## config.mk

```make
export PLATFORM = sky130hd
export DESIGN_NAME = se_binarizer
export DESIGN_NICKNAME = d
export VERILOG_FILES = /design/src/rtl/se_bin_pkg.sv /design/src/rtl/se_bin_front.sv /design/src/rtl/se_bin_expg_step.sv /design/src/rtl/se_bin_seq.sv /design/src/rtl/se_binarizer.sv
export SDC_FILE = /design/constraint.sdc
export NUM_CORES = 1
export LEC_CHECK = 0
export BUFFER_PORTS_ARGS = -buffer_cell sky130_fd_sc_hd__buf_2
export CORE_ASPECT_RATIO = 2
export CORE_MARGIN = 2
export CORE_UTILIZATION = 45
export DETAILED_ROUTE_END_ITERATION = 8
export HOLD_SLACK_MARGIN = 0.05
export PLACE_DENSITY_LB_ADDON = 0.1
export SETUP_SLACK_MARGIN = 0.3
export SYNTH_ARGS = -nofsm -noshare
export SYNTH_HDL_FRONTEND = slang
export SYNTH_SLANG_ARGS = --single-unit
```

## constraint.sdc

```tcl
create_clock -name clk -period 5 [get_ports clk]
set_input_delay 0.5 -clock clk [delete_from_list [all_inputs] [get_ports clk]]
set_output_delay 0.5 -clock clk [all_outputs]
set_load 0.01 [all_outputs]
```

## src/rtl/se_bin_pkg.sv

```systemverilog
package se_bin_pkg;

   localparam logic [2:0] M_UNARY          = 3'd0;
   localparam logic [2:0] M_TRUNC          = 3'd1;
   localparam logic [2:0] M_FIXED          = 3'd2;
   localparam logic [2:0] M_EXPG           = 3'd3;
   localparam logic [2:0] M_TRUNC_EXPG     = 3'd4;
   localparam logic [2:0] M_TRUNC_EXPG_SGN = 3'd5;

   typedef enum logic [2:0] {
      PH_IDLE  = 3'd0,
      PH_ONES  = 3'd1,
      PH_TERM  = 3'd2,
      PH_EGPFX = 3'd3,
      PH_EGBIT = 3'd4,
      PH_FIX   = 3'd5,
      PH_SIGN  = 3'd6
   } phase_e;

   // segment that follows the Exp-Golomb part
   function automatic phase_e after_eg(input logic sgn);
      return sgn ? PH_SIGN : PH_IDLE;
   endfunction

   // segment that follows the closing zero of the prefix
   function automatic phase_e after_term(input logic sfx, input logic sgn);
      return sfx ? PH_EGPFX : after_eg(sgn);
   endfunction

   // segment that follows the run of prefix ones
   function automatic phase_e after_ones(input logic term, input logic sfx, input logic sgn);
      return term ? PH_TERM : after_term(sfx, sgn);
   endfunction

endpackage

```

## src/rtl/se_bin_front.sv

```systemverilog
module se_bin_front
   import se_bin_pkg::*;
#(
   parameter int VAL_W     = 16,
   parameter int CUT_W     = 5,
   parameter int K_W       = 3,
   parameter int LEN_W     = 5,
   parameter int IDX_W     = 6,
   parameter bit SIGNED_EN = 1'b1
) (
   input  logic [2:0]       method,
   input  logic [VAL_W-1:0] value,
   input  logic [CUT_W-1:0] cutoff,
   input  logic [K_W-1:0]   order,
   input  logic [LEN_W-1:0] fix_len,
   output logic [VAL_W-1:0] pfx_ones,
   output logic             pfx_term,
   output logic             sfx_en,
   output logic [VAL_W-1:0] sfx_val,
   output logic [IDX_W-1:0] sfx_k,
   output logic             sign_en,
   output logic             sign_bit,
   output logic             fix_en,
   output logic [IDX_W-1:0] fix_cnt,
   output logic             empty
);

   logic [VAL_W-1:0] mag;
   logic             neg;
   logic [VAL_W-1:0] cut_ext;
   logic             at_cut;
   logic [VAL_W-1:0] over_cut;

   generate
      if (SIGNED_EN) begin : g_signed
         always_comb begin
            neg = (method == M_TRUNC_EXPG_SGN) && value[VAL_W-1];
            mag = neg ? (~value + VAL_W'(1)) : value;
         end
      end else begin : g_unsigned
         assign neg = 1'b0;
         assign mag = value;
      end
   endgenerate

   assign cut_ext  = VAL_W'(cutoff);
   assign at_cut   = (mag >= cut_ext);
   assign over_cut = mag - cut_ext;

   always_comb begin
      pfx_ones = '0;
      pfx_term = 1'b0;
      sfx_en   = 1'b0;
      sfx_val  = '0;
      sfx_k    = '0;
      sign_en  = 1'b0;
      sign_bit = 1'b0;
      fix_en   = 1'b0;
      fix_cnt  = '0;
      case (method)
         M_UNARY: begin
            pfx_ones = value;
            pfx_term = 1'b1;
         end
         M_TRUNC: begin
            pfx_ones = at_cut ? cut_ext : mag;
            pfx_term = !at_cut;
         end
         M_FIXED: begin
            fix_en  = 1'b1;
            sfx_val = value;
            if (int'(fix_len) > VAL_W) fix_cnt = IDX_W'(VAL_W);
            else                       fix_cnt = IDX_W'(fix_len);
         end
         M_EXPG: begin
            sfx_en  = 1'b1;
            sfx_val = value;
            sfx_k   = IDX_W'(order);
         end
         M_TRUNC_EXPG, M_TRUNC_EXPG_SGN: begin
            pfx_ones = at_cut ? cut_ext : mag;
            pfx_term = !at_cut;
            sfx_en   = at_cut;
            sfx_val  = over_cut;
            sfx_k    = IDX_W'(order);
            sign_en  = (method == M_TRUNC_EXPG_SGN) && (mag != '0);
            sign_bit = neg;
         end
         default: ;
      endcase
   end

   assign empty = (pfx_ones == '0) && !pfx_term && !sfx_en && !sign_en && (fix_cnt == '0);

endmodule

```

## src/rtl/se_bin_expg_step.sv

```systemverilog
module se_bin_expg_step #(
   parameter int VAL_W = 16,
   parameter int IDX_W = 6
) (
   input  logic [VAL_W-1:0] rem,
   input  logic [IDX_W-1:0] kk,
   output logic             take,
   output logic [VAL_W-1:0] rem_nx
);

   localparam int W1 = VAL_W + 1;

   logic [W1-1:0] step;

   assign step   = W1'(1) << kk;
   assign take   = ({1'b0, rem} >= step);
   assign rem_nx = rem - step[VAL_W-1:0];

endmodule

```

## src/rtl/se_bin_seq.sv

```systemverilog
module se_bin_seq
   import se_bin_pkg::*;
#(
   parameter int VAL_W = 16,
   parameter int IDX_W = 6
) (
   input  logic             clk,
   input  logic             rst_n,
   input  logic             start,
   input  logic [VAL_W-1:0] pfx_ones,
   input  logic             pfx_term,
   input  logic             sfx_en,
   input  logic [VAL_W-1:0] sfx_val,
   input  logic [IDX_W-1:0] sfx_k,
   input  logic             sign_en,
   input  logic             sign_bit,
   input  logic             fix_en,
   input  logic [IDX_W-1:0] fix_cnt,
   input  logic             empty,
   output logic             bin_valid,
   output logic             bin_bit,
   output logic             bin_last
);

   phase_e           ph_q, ph_d;
   logic [VAL_W-1:0] ones_q, ones_d;
   logic [VAL_W-1:0] rem_q, rem_d;
   logic [IDX_W-1:0] kk_q, kk_d;
   logic [IDX_W-1:0] idx_q, idx_d;
   logic             term_q, term_d;
   logic             sfx_q, sfx_d;
   logic             sgn_en_q, sgn_en_d;
   logic             sgn_q, sgn_d;
   logic             eg_take;
   logic [VAL_W-1:0] eg_rem;
   logic             pick;
   logic             bit_c;

   se_bin_expg_step #(.VAL_W(VAL_W), .IDX_W(IDX_W)) u_step (
      .rem    (rem_q),
      .kk     (kk_q),
      .take   (eg_take),
      .rem_nx (eg_rem)
   );

   // bit of the remainder addressed by idx (idx counts from 1)
   always_comb begin
      pick = 1'b0;
      for (int i = 0; i < VAL_W; i++) begin
         if (IDX_W'(i + 1) == idx_q) pick = rem_q[i];
      end
   end

   always_comb begin
      ph_d     = ph_q;
      ones_d   = ones_q;
      rem_d    = rem_q;
      kk_d     = kk_q;
      idx_d    = idx_q;
      term_d   = term_q;
      sfx_d    = sfx_q;
      sgn_en_d = sgn_en_q;
      sgn_d    = sgn_q;
      bit_c    = 1'b0;
      case (ph_q)
         PH_IDLE: begin
            if (start && !empty) begin
               ones_d   = pfx_ones;
               term_d   = pfx_term;
               sfx_d    = sfx_en;
               sgn_en_d = sign_en;
               sgn_d    = sign_bit;
               kk_d     = sfx_k;
               rem_d    = sfx_val;
               idx_d    = fix_cnt;
               if (fix_en)               ph_d = PH_FIX;
               else if (pfx_ones != '0)  ph_d = PH_ONES;
               else                      ph_d = after_ones(pfx_term, sfx_en, sign_en);
            end
         end
         PH_ONES: begin
            bit_c  = 1'b1;
            ones_d = ones_q - VAL_W'(1);
            if (ones_q == VAL_W'(1)) ph_d = after_ones(term_q, sfx_q, sgn_en_q);
         end
         PH_TERM: begin
            bit_c = 1'b0;
            ph_d  = after_term(sfx_q, sgn_en_q);
         end
         PH_EGPFX: begin
            bit_c = eg_take;
            if (eg_take) begin
               rem_d = eg_rem;
               kk_d  = kk_q + IDX_W'(1);
            end else if (kk_q != '0) begin
               idx_d = kk_q;
               ph_d  = PH_EGBIT;
            end else begin
               ph_d  = after_eg(sgn_en_q);
            end
         end
         PH_EGBIT: begin
            bit_c = pick;
            idx_d = idx_q - IDX_W'(1);
            if (idx_q == IDX_W'(1)) ph_d = after_eg(sgn_en_q);
         end
         PH_FIX: begin
            bit_c = pick;
            idx_d = idx_q - IDX_W'(1);
            if (idx_q == IDX_W'(1)) ph_d = PH_IDLE;
         end
         PH_SIGN: begin
            bit_c = sgn_q;
            ph_d  = PH_IDLE;
         end
         default: ph_d = PH_IDLE;
      endcase
   end

   always_ff @(posedge clk) begin
      if (!rst_n) begin
         ph_q     <= PH_IDLE;
         ones_q   <= '0;
         rem_q    <= '0;
         kk_q     <= '0;
         idx_q    <= '0;
         term_q   <= 1'b0;
         sfx_q    <= 1'b0;
         sgn_en_q <= 1'b0;
         sgn_q    <= 1'b0;
      end else begin
         ph_q     <= ph_d;
         ones_q   <= ones_d;
         rem_q    <= rem_d;
         kk_q     <= kk_d;
         idx_q    <= idx_d;
         term_q   <= term_d;
         sfx_q    <= sfx_d;
         sgn_en_q <= sgn_en_d;
         sgn_q    <= sgn_d;
      end
   end

   assign bin_valid = (ph_q != PH_IDLE);
   assign bin_bit   = bit_c;
   assign bin_last  = bin_valid && (ph_d == PH_IDLE);

endmodule

```

## src/rtl/se_binarizer.sv

```systemverilog
module se_binarizer #(
   parameter int VAL_W     = 16,
   parameter int CUT_W     = 5,
   parameter int K_W       = 3,
   parameter int LEN_W     = 5,
   parameter bit SIGNED_EN = 1'b1
) (
   input  logic             clk,
   input  logic             rst_n,
   input  logic             start,
   input  logic [2:0]       method,
   input  logic [VAL_W-1:0] value,
   input  logic [CUT_W-1:0] cutoff,
   input  logic [K_W-1:0]   order,
   input  logic [LEN_W-1:0] fix_len,
   output logic             bin_valid,
   output logic             bin_bit,
   output logic             bin_last
);

   localparam int IDX_W = $clog2(VAL_W + (1 << K_W)) + 1;

   generate
      if (VAL_W < 2) begin : g_bad_val
         initial $fatal(1, "se_binarizer: VAL_W must be at least 2");
      end
      if (CUT_W > VAL_W) begin : g_bad_cut
         initial $fatal(1, "se_binarizer: CUT_W must not exceed VAL_W");
      end
      if (((1 << K_W) - 1) > VAL_W) begin : g_bad_k
         initial $fatal(1, "se_binarizer: largest order must not exceed VAL_W");
      end
      if (((1 << LEN_W) - 1) < VAL_W) begin : g_bad_len
         initial $fatal(1, "se_binarizer: LEN_W too narrow to express VAL_W");
      end
   endgenerate

   logic [VAL_W-1:0] pfx_ones;
   logic             pfx_term;
   logic             sfx_en;
   logic [VAL_W-1:0] sfx_val;
   logic [IDX_W-1:0] sfx_k;
   logic             sign_en;
   logic             sign_bit;
   logic             fix_en;
   logic [IDX_W-1:0] fix_cnt;
   logic             empty;

   se_bin_front #(
      .VAL_W(VAL_W), .CUT_W(CUT_W), .K_W(K_W), .LEN_W(LEN_W),
      .IDX_W(IDX_W), .SIGNED_EN(SIGNED_EN)
   ) u_front (
      .method   (method),
      .value    (value),
      .cutoff   (cutoff),
      .order    (order),
      .fix_len  (fix_len),
      .pfx_ones (pfx_ones),
      .pfx_term (pfx_term),
      .sfx_en   (sfx_en),
      .sfx_val  (sfx_val),
      .sfx_k    (sfx_k),
      .sign_en  (sign_en),
      .sign_bit (sign_bit),
      .fix_en   (fix_en),
      .fix_cnt  (fix_cnt),
      .empty    (empty)
   );

   se_bin_seq #(.VAL_W(VAL_W), .IDX_W(IDX_W)) u_seq (
      .clk       (clk),
      .rst_n     (rst_n),
      .start     (start),
      .pfx_ones  (pfx_ones),
      .pfx_term  (pfx_term),
      .sfx_en    (sfx_en),
      .sfx_val   (sfx_val),
      .sfx_k     (sfx_k),
      .sign_en   (sign_en),
      .sign_bit  (sign_bit),
      .fix_en    (fix_en),
      .fix_cnt   (fix_cnt),
      .empty     (empty),
      .bin_valid (bin_valid),
      .bin_bit   (bin_bit),
      .bin_last  (bin_last)
   );

endmodule

```

## After elaboration in Yosys (flattened, before gate mapping)

Cells that the tools add are included.

| storage, ports and cells | value |
|---|---|
| output and inout bits | 3 |
| logic and storage cells | 143 |
| register bits | 51 |

| operators by class | value |
|---|---|
| reductions and logical operators | 34 |
| mux-type cells | 56 |
| shift operators | 1 |
| equality and inequality tests | 33 |
| bitwise gates (word level) | 1 |
| order comparisons | 3 |
| $add $sub $neg | 6 |

Operator list:

| operator | number |
|---|---|
| 16-bit one-hot mux with 2 select lines | 4 |
| 16-bit two-way mux | 5 |
| 4-bit by 6-bit == test with 1-bit output (first input constant) | 8 |
| 3-bit two-way mux | 15 |
| 6-bit two-way mux | 6 |
| 16-bit nonzero test | 2 |
| 3-bit by 6-bit == test with 1-bit output (first input constant) | 4 |
| 1-bit two-way mux | 19 |
| 3-bit one-hot mux with 6 select lines | 1 |
| 6-bit one-hot mux with 3 select lines | 1 |
| 16-bit by 17-bit greater-or-equal comparator with 1-bit output | 1 |
| 1-bit by 6-bit left shift with 17-bit output (first input constant) | 1 |
| 16-bit by 1-bit adder with 16-bit output (second input constant) | 1 |
| 16-bit by 1-bit == test with 1-bit output (second input constant) | 1 |
| 16-bit by 5-bit greater-or-equal comparator with 1-bit output | 1 |
| 16-bit logical NOT | 1 |
| 16-bit inverter | 1 |
| 16-bit by 1-bit subtractor with 16-bit output (second input constant) | 1 |
| 16-bit subtractor | 1 |
| 16-bit by 5-bit subtractor with 16-bit output | 1 |
| 3-bit == test (second input constant) | 5 |
| 2-bit by 6-bit == test with 1-bit output (first input constant) | 2 |
| 3-bit by 2-bit == test with 1-bit output (second input constant) | 4 |
| 6-bit one-hot mux with 2 select lines | 1 |
| 24 further kinds | 47 |

## Logic depth before layout (Yosys ltp)

Gate-level depths: netlist of the first run.

| logic depth | value |
|---|---|
| word-level depth | 18 |
| mapped depth | 19 |
| mapped depth without buffers | 16 |

## By module

Synthesis of the first run repeated with hierarchy kept, for this count alone.

| second synthesis, totals | value |
|---|---|
| cell total of the unflattened synthesis | 827 |
| area total of the unflattened synthesis | 5,896.9 µm² |

By module, submodules not included:

| module | instances | cells an instance | area an instance (µm²) |
|---|---|---|---|
| se_bin_seq | 1 | 432 | 3,214.3 |
| se_bin_front | 1 | 241 | 1,609.0 |
| se_bin_expg_step | 1 | 154 | 1,073.5 |

## Least setup slack after synthesis of the first run

No wires, ideal clock.

| timing path | value |
|---|---|
| path type | input port to flip-flop |
| start point | in method[0] |
| end point | reg u_seq.ones_q[13] |
| library setup time | 0.091 ns |
| setup slack | 0.519 ns |
| required time | 4.909 ns |
| arrival | 4.390 ns |
| cell stages on the path | 17 |
| path through | buf_2 -> and4b_1 -> clkbuf_1 -> mux2_2 -> inv_1 -> fa_1 -> nor2b_1 -> o21ai_0 -> a31oi_1 -> or3_1 -> buf_2 -> o41ai_2 -> o311a_1 -> nand4b_4 -> o21ai_4 -> mux2_2 -> a311oi_1 |

| between the ends | value |
|---|---|
| word-level cells in the longest chain between the ends | 15 |

RTL lines:

| item | line | RTL |
|---|---|---|
| start: declaration | se_binarizer.sv:11 | `input logic [2:0] method,` |
| 3-bit == test | se_bin_front.sv:37, se_bin_front.sv:60, se_bin_front.sv:86 |  |
| 1-bit logical AND | se_bin_front.sv:37 | `neg = (method == M_TRUNC_EXPG_SGN) && value[VAL_W-1];` |
| 16-bit two-way mux | se_bin_front.sv:38 | `mag = neg ? (~value + VAL_W'(1)) : value;` |
| 16-bit by 5-bit greater-or-equal comparator with 1-bit output | se_bin_front.sv:47 | `assign at_cut = (mag >= cut_ext);` |
| 16-bit two-way mux or 1-bit logical NOT (tied branches) | - |  |
| 16-bit one-hot mux with 2 select lines or 1-bit one-hot mux with 2 select lines (tied branches) | se_bin_front.sv:60 | `case (method)` |
| 16-bit logical NOT or 1-bit logical NOT (tied branches) | se_bin_front.sv:93 | `assign empty = (pfx_ones == '0) && !pfx_term && !sfx_en && !sign_en && (fix_cnt == '0);` |
| 1-bit logical AND (4 in series) | se_bin_front.sv:93 |  |
| 1-bit logical NOT | se_bin_seq.sv:67 | `if (start && !empty) begin` |
| 1-bit logical AND | se_bin_seq.sv:67 |  |
| 2-bit by 1-bit inequality test with 1-bit output (no source line) | - |  |
| 2-bit AND reduction (no source line) | - |  |
| end signal: assignment | se_bin_seq.sv:133 | `ones_q <= ones_d;` |
| end: declaration | se_bin_seq.sv:26 | `logic [VAL_W-1:0] ones_q, ones_d;` |

Parallel ways exist; a longest one is shown, timed or not. The select of a mux whose other input is x is not followed.
A chain may end at the register's enable or synchronous reset.

## Worst setup path after layout of the first run

| timing path | value |
|---|---|
| start point | in value[0] |
| end point | reg u_seq.kk_q[2] |

| between the ends | value |
|---|---|
| word-level cells in the longest chain between the ends | 15 |

RTL lines:

| item | line | RTL |
|---|---|---|
| start: declaration | se_binarizer.sv:12 | `input logic [VAL_W-1:0] value,` |
| 16-bit inverter | se_bin_front.sv:38 |  |
| 16-bit by 1-bit adder with 16-bit output | se_bin_front.sv:38 |  |
| 16-bit two-way mux | se_bin_front.sv:38 |  |
| 16-bit by 5-bit greater-or-equal comparator with 1-bit output | se_bin_front.sv:47 |  |
| 16-bit two-way mux or 1-bit logical NOT (tied branches) | - |  |
| 16-bit one-hot mux with 2 select lines or 1-bit one-hot mux with 2 select lines (tied branches) | se_bin_front.sv:60 |  |
| 16-bit logical NOT or 1-bit logical NOT (tied branches) | se_bin_front.sv:93 |  |
| 1-bit logical AND (2 in series) | se_bin_front.sv:93 |  |
| 1-bit logical AND (*) (2 in series) | se_bin_front.sv:93 |  |
| 1-bit logical NOT (*) | se_bin_seq.sv:67 |  |
| 1-bit logical AND (*) | se_bin_seq.sv:67 |  |
| 2-bit by 1-bit inequality test with 1-bit output (no source line) (*) | - |  |
| 3-bit AND reduction (no source line) (*) | - |  |
| end signal: assignment | se_bin_seq.sv:135 | `kk_q <= kk_d;` |
| end: declaration | se_bin_seq.sv:28 | `logic [IDX_W-1:0] kk_q, kk_d;` |

Every way passes the cells marked *; elsewhere a longest branch is shown, timed or not.

==> results of run 1 <==
==> state kept, by name, indices dropped and copies added (netlist names) <==
signal          count
u_seq.ones_q       16
u_seq.rem_q        16
u_seq.kk_q          6
u_seq.sgn_en_q      1
u_seq.sfx_q         1
u_seq.term_q        1
u_seq.sgn_q         1
u_seq.ph_q          3
u_seq.idx_q         6
==> tightest hold or removal path: cells and delay by family <==
family	cells	cell delay [ns]
AOI/OAI and AO/OA	1	0.06
and+or+nand+nor	1	0.06
buffers and inverters	1	0.10
==> power breakdown <==
part	internal, mW	switching (mW)
registers	0.446	0.0518
logic	0.305	0.455
clock network	0.201	0.169
==> routing by layer <==
layer | GRT usage [%] | routed length, um | share of wire (%)
met1 | 35.42 | 7940 | 40
met5 | 0 | 0 | 0
met3 | 2.889 | 1034 | 5.2
met4 | 18.78 | 1251 | 6.3
met2 | 49.52 | 9726 | 49
==> what timing repair did <==
action / CTS / global route
setup buffers: 0 / 1
endpoints found under the setup margin: 0 / 19
gates resized for setup: 0 / 3
==> path summary, 6_finish.rpt <==
kind | startpoint | end | slack [ns] | cells after the start
setup reg to reg | u_seq.kk_q[2] | u_seq.kk_q[2] | 0.78 | 15
hold / removal | order[0] | u_seq.kk_q[0] | 0.47 | 3
hold reg to reg | u_seq.rem_q[0] | u_seq.rem_q[0] | 0.47 | 2
setup / recovery | value[0] | u_seq.kk_q[2] | 0.59 | 16
==> cell usage after synthesis (4+ instances only) <==
cell type  number
nand3_1        18
inv_1          34
o21a_1         10
a311oi_1        6
a211oi_1       23
o311a_1         4
buf_2           7
xnor2_1        23
a22oi_1         4
clkbuf_1       30
or3_1          12
nor4_1         12
a31oi_1        14
and2_1         10
a21oi_2         4
buf_6           6
o22ai_1         7
a221oi_1        8
a221o_1         6
nor2_1         77
nand4_1        14
nor2b_1        11
a21o_1          7
mux2i_1         4
dfxtp_1        51
o21ai_0        35
ha_1           35
or4_1           6
a21oi_1        53
o211ai_1       10
mux2_2          5
xor2_1         15
nand4b_1        4
nand2_1        78
o31ai_1         5
nand2b_1       13
nor3_1         26
nor3b_1         4
==> cells by family after synthesis <==
logic type	after synthesis
DFF	51
xor gates and xnor gates	38
muxes	10
and+or+nand+nor	310
adders and majority gates	37
buffers and inverters	81
AOI/OAI and AO/OA	239
==> area by class of cell <==
type / instances / area (um2)
Fill cell: 1282 / 6290
Multi-Input combinational cell: 634 / 4284
Sequential cell: 51 / 1021
Timing Repair Buffer: 57 / 347.8
Tap cell: 150 / 187.7
Clock buffer: 7 / 142.6
Inverter: 34 / 127.6
Clock inverter: 1 / 8.758
==> stage by stage <==
| step | instances | power, mW | hold slack (ns) | utilization [%] | area, um2 |
|---|---|---|---|---|---|
| 6_report | 934 | 1.628 | 0.4686 | 49.31 | 6120 |
| 3_3_place_gp | 925 | 1.242 | 0.4602 | 47.76 | 5927 |
| 2_1_floorplan | 766 | 1.051 | 0.4451 | - | 5657 |
| 4_1_cts | 933 | 1.619 | 0.4608 | 48.98 | 6078 |
| 3_5_place_dp | 925 | 1.245 | 0.4601 | 47.76 | 5927 |
| 5_1_grt | 934 | 1.731 | 0.4774 | 49.31 | 6120 |
==> out/metrics.cfg, run 1 <==
[grt]
global_route.overflow_total = 0
maximum_number_of_pins_on_one_net_before_global_route_repair = 30
grt_use_total_pct = 29.38
grt_antenna_before_repair = 0
grt_first_pass_wirelength_um = 31600
first_global_vias = 5846

[logic_synthesis]
synthMuxAreaShare_pct = 2.101
synth_simple_gate_area_share_pct = 28.31
synth_seq_cells = 51
netlist_area_um2 = 5657
yosys_warnings = 0
synth.net_count = 838
synth_compound_area_share_pct = 30.61
synthAdderAreaFrac_pct = 8.449
synth_cell_type_count = 85
netlist_instances = 766
share_of_flip_flops_with_an_asynchronous_set_or_reset_after_synthesis_pct = 0
synth_enable_flop_cells = 0
synth_area_leaders = dfxtp_1, ha_1, nand2_1, nor2_1, a21oi_1
xor_and_xnor_fraction_of_the_mapped_netlist_area_pct = 5.884
syn_area_per_cell_um2 = 7.385
yosys.area.top_type_share_pct = 18.05
synth_seq_area_share_pct = 18.05
synth_ff_type = dfxtp_1
post-synth-top-area-cell = dfxtp_1
dominant_combinational_cell_family_by_area_after_synthesis = compound AO/OA/AOI/OAI gates

[critical_path]
critPathMaxStageDelay_ns = 0.51
timing.critical_path.to_type = flop
crit_chain = buf_2, inv_1, ha_1, nor2_1, xor2_1, ha_1, nor2b_1, o21ai_0, a31oi_1, or3_1, o41ai_2, o211ai_1, nor3_1, a21o_1, a311oi_1, a211oi_1
critical_path.top_delay_family = compound AO/OA/AOI/OAI gates
worst-path-buf-inv = 2
worst-endpoint-required_ns = 5.21
cp-start-kind = input port
critical_path.most_common_cell = ha_1
crit_slowest_cell = a21o_1
worstPathArrival_ns = 4.62
worst-setup-path-type = input port to flop
crit_fanout = 12

[cells_and_area]
layout.cells.most_common_list = nand2_1, nor2_1, a21oi_1, dfxtp_1, buf_2
layout.cells.most_common = nand2_1
num-nets-final = 855
area_delta_synth_final_pct = 8.184
drive_gt1_share_pct = 13.01
diodes = 0

[drt]
total_wirelength_of_the_detailed_routed_design_um = 19950
drt_pre_antenna_iters = 7
detail_route.wl_per_cell_um = 21.36
ant_nets = 0
dr_total_vias = 6068
via_per_inst = 6.497
detail_route.drc_violations = 0
detailedRoute.firstIterationViolations = 485

[cts]
cts_tree = built
clock-root-buffer = clkbuf_16
cts_htree_levels = 2
clock_path_buffers = 2
clock_sink_count = 51
tritoncts.num_buffers = 5
cts_hold_buf = 0
clock_transition_at_the_register_clock_pins_on_the_worst_setup_and_hold_paths_after_cts_ns = 0.08
clock_latency_ns = 0.30

[floorplanning]
core_um2 = 12410
initial_utilization_pct = 45.58
die_area_um2 = 13540
die_w_um = 83.28
ios = 38
row_count = 58
dieHeight_um = 162.6

[sta]
relSlewSlack_pct = 37.48
layout_worst_path_cycle_share_pct = 88.19
setup_violations = 0
report.final.slew_viol_count = 0
rsz0062_at_grt = yes
finClkSkew_ns = 0.006957
final_hold_viol_count = 0
fmax_mhz = 226.8
totalNegativeSetupSlack_ns = 0
post-route-worst-setup-slack_ns = 0.5907
tightestPinTransition_ns = 0.9368
post-route-min-period_ns = 4.409

[placed_design]
gp_congestion = 0.9619
place_hpwl_um = 15360
preCtsSetupSlack_ns = 0.3079
placement.io_buffers = 37

[run_status]
status = complete, no violations

[power]
power_leakage_nw = 2.259
powerDensity_nw_per_um2 = 266.1
vdd_drop_max_mv = 0.1716

[run]
maxCapViolations = 0

[hold_path]
class_of_the_most_critical_hold_timing_path = input port to flop

(Power assumes the default switching activity.)
==> run 2, diff against run 1 <==
Settings changed: ABC_AREA set to 1.
==> run 2 against run 1 <==
Compared with the run above:
- sequential share of layout area is 0.27 points lower
- first-iteration DRC count decreased by 24%
- combinational power grew 39%
- worst hold slack improved by 0.029 ns
- register-to-register slack better by 0.05 ns
- cell count rose by 23%
- non-clock buffer count shrank 12
- count of clock-buffer cells in the layout is 2 lower
- core utilization rose by 0.51 points
- synthesized cell count rose by 27%
- final area grew 1.6%
==> out/metrics.cfg, run 2 <==
[cts]
clock_transition_at_the_register_clock_pins_on_the_worst_setup_and_hold_paths_after_cts_ns = 0.07
tritoncts.num_buffers = 5
cts_htree_levels = 2
clock-root-buffer = clkbuf_16
cts_tree = built
cts_hold_buf = 0
clock_latency_ns = 0.30
clock_path_buffers = 2
clock_sink_count = 51

[placed_design]
placedInstanceArea_um2 = 5992
gp_congestion = 0.9262
placement.io_buffers = 37
preCtsSetupSlack_ns = 0.3122
place_hpwl_um = 15830
placed_cells = 1143

[logic_synthesis]
synth_seq_area_share_pct = 17.86
yosys_warnings = 0
netlist_area_um2 = 5715
synth_seq_cells = 51
netlist_instances = 974
synth_ff_type = dfxtp_1
share_of_flip_flops_with_an_asynchronous_set_or_reset_after_synthesis_pct = 0
yosys.area.top_type_share_pct = 17.86
yosys.cell_count.top_type = nand2_1
synth_area_leaders = dfxtp_1, nand2_1, nor2_1, inv_1, ha_1
synth_enable_flop_cells = 0
syn_area_per_cell_um2 = 5.868
post-synth-top-area-cell = dfxtp_1
synth_cell_type_count = 54
synth.net_count = 1046
commonest_cells_in_the_synthesized_netlist = nand2_1, nor2_1, inv_1

[critical_path]
regToRegEndpoint = u_seq.rem_q[13]
worstPathArrival_ns = 3.97
critical_path.reg2reg.startpoint = u_seq.kk_q[4]
cp-start-kind = input port
worst-endpoint-required_ns = 4.50
crit_fanout = 10
timing.critical_path.to_type = output pin
worst_r2r_path_depth = 21
worst-setup-path-type = input port to output pin
worst_reg_to_reg_setup_slack_ns = 0.83

[sta]
post-route-worst-setup-slack_ns = 0.5320
report.final.slew_viol_count = 0
layout_worst_path_cycle_share_pct = 89.36
finClkSkew_ns = 0.004676
relSlewSlack_pct = 51.81
fmax_mhz = 223.8
final_hold_viol_count = 0
rsz0062_at_grt = no
totalNegativeSetupSlack_ns = 0
holdWs_ns = 0.4978
tightestPinTransition_ns = 0.7173
post-route-min-period_ns = 4.468
setup_violations = 0

[floorplanning]
die_area_um2 = 13670
row_count = 58
dieHeight_um = 163.4
initial_utilization_pct = 45.79
ios = 38
die_w_um = 83.69
core_um2 = 12480

[hold_path]
class_of_the_most_critical_hold_timing_path = flop to flop
worst_hold_startpoint = u_seq.ones_q[1]
cell_depth_of_the_worst_min_delay_path = 2
timing.hold.worst_endpoint = u_seq.ones_q[1]

[cells_and_area]
drive_gt1_share_pct = 11.57
layout.cells.most_common_list = nand2_1, nor2_1, inv_1, a21oi_1
layoutNonFillerInstCount = 1153
area_delta_synth_final_pct = 8.800
diodes = 0
fin_area_um2 = 6218
layout.cells.most_common = nand2_1
num-nets-final = 1075
layout_top_registers = u_seq.ones_q: 16 flops, u_seq.rem_q: 16 flops

[grt]
maximum_number_of_pins_on_one_net_before_global_route_repair = 40
grt_use_total_pct = 28.52
grt_first_pass_wirelength_um = 30840
grt_antenna_before_repair = 0
first_global_vias = 6121
global_route.overflow_total = 0

[drt]
ant_nets = 0
dr_total_vias = 6376
via_per_inst = 5.530
drt_pre_antenna_iters = 8
total_wirelength_of_the_detailed_routed_design_um = 19670
detail_route.drc_violations = 0
detailedRoute.firstIterationViolations = 367
detail_route.wl_per_cell_um = 17.06

[power]
power_leakage_nw = 2.971
vdd_drop_max_mv = 0.1517
powerDensity_nw_per_um2 = 325.2

[run]
maxCapViolations = 0

[run_status]
status = complete, no violations

==> run 2: cell types whose count changed in the layout (fill, tap and decap cells not counted), sizes merged, moves of 11 or more <==
cell,previous run,this run
a211oi,24,0
or3,12,1
nand3,18,66
inv,34,129
o21ai,38,82
a21oi,58,77
nand2,80,232
nor2,77,165
nor2b,11,0
nor3,27,11
xnor2,23,7
buf,57,45
nand2b,13,0
==> run 2: metal layers <==
metal / GRT usage [%] / wire (um) / vias to the layer above
met5: 0 / 0 / -
met4: 14.30 / 1074 / 0
met3: 1.668 / 596 / 67
met2: 56.76 / 10860 / 205
met1: 29.26 / 7146 / 2863
li1: - / - / 3241
==> run 2: worst max path at each step <==
stage	startpoint	endpoint	slack, ns	cells after the start
after detailed placement	method[1]	bin_last	0.31	25
after global routing	method[1]	bin_last	0.25	24
after CTS	method[1]	bin_last	0.30	25
after floorplan	method[1]	bin_last	1.05	23
final	method[1]	bin_last	0.53	25
after global placement	method[1]	bin_last	0.40	25
==> run 2: final cells by class <==
cell class | instances | area (um2)
multi-input cells | 769 | 4105
inverters | 131 | 496.7
well taps | 150 | 187.7
flip-flops and latches | 51 | 1021
clock inverters | 2 | 37.54
repair buffers | 45 | 245.2
clock buffers | 5 | 125.1
fillers | 1362 | 6264
==> run 2: cells by family (layout without fill, tap and decap cells) <==
group,count (synthesis),count (layout),share of synthesized area [%]
AND/OR/NAND/NOR,504,504,38.92
AO/OA/AOI/OAI,201,201,19.59
buffers and inverters,154,183,11.12
flip-flops,51,51,17.86
adder cells (fa/ha/maj),37,37,8.363
XOR/XNOR,27,27,4.138
==> run 2: repair_timing <==
item	CTS	global route
setup endpoints to repair	0	19
gates resized for setup	0	10
buffers inserted	0	3
==> run 2: metrics by stage <==
stage | util, % | power, mW
2_1_floorplan | - | 1.352
3_5_place_dp | 48.01 | 1.604
3_3_place_gp | 48.01 | 1.607
4_1_cts | 49.31 | 2.011
6_report | 49.82 | 2.022
5_1_grt | 49.82 | 2.192
==> run 2: power by group <==
part / internal, mW / leakage (nW) / total [mW] / switching (mW)
logic: 0.373 / 2.48 / 1.06 / 0.691
clock network: 0.234 / 0.0759 / 0.400 / 0.166
registers: 0.476 / 0.420 / 0.559 / 0.0827
total: 1.08 / 2.97 / 2.02 / 0.940
==> run 2: critical path, cell delays in order <==
cell	delay [ns]
buf_2	0.13
inv_2	0.09
nand3_2	0.15
nor2_8	0.17
nand2_1	0.09
xor2_2	0.16
ha_1	0.30
a21oi_2	0.20
o31ai_4	0.11
a21oi_2	0.18
nand2_2	0.12
nor2_8	0.18
nand4_4	0.18
inv_2	0.11
nor2_1	0.06
nor2_2	0.13
nand2_1	0.09
nor2_1	0.12
nand3_2	0.11
nand3_2	0.14
inv_2	0.11
nand2_1	0.09
nand4_1	0.08
nor2_1	0.18
buf_2	0.16
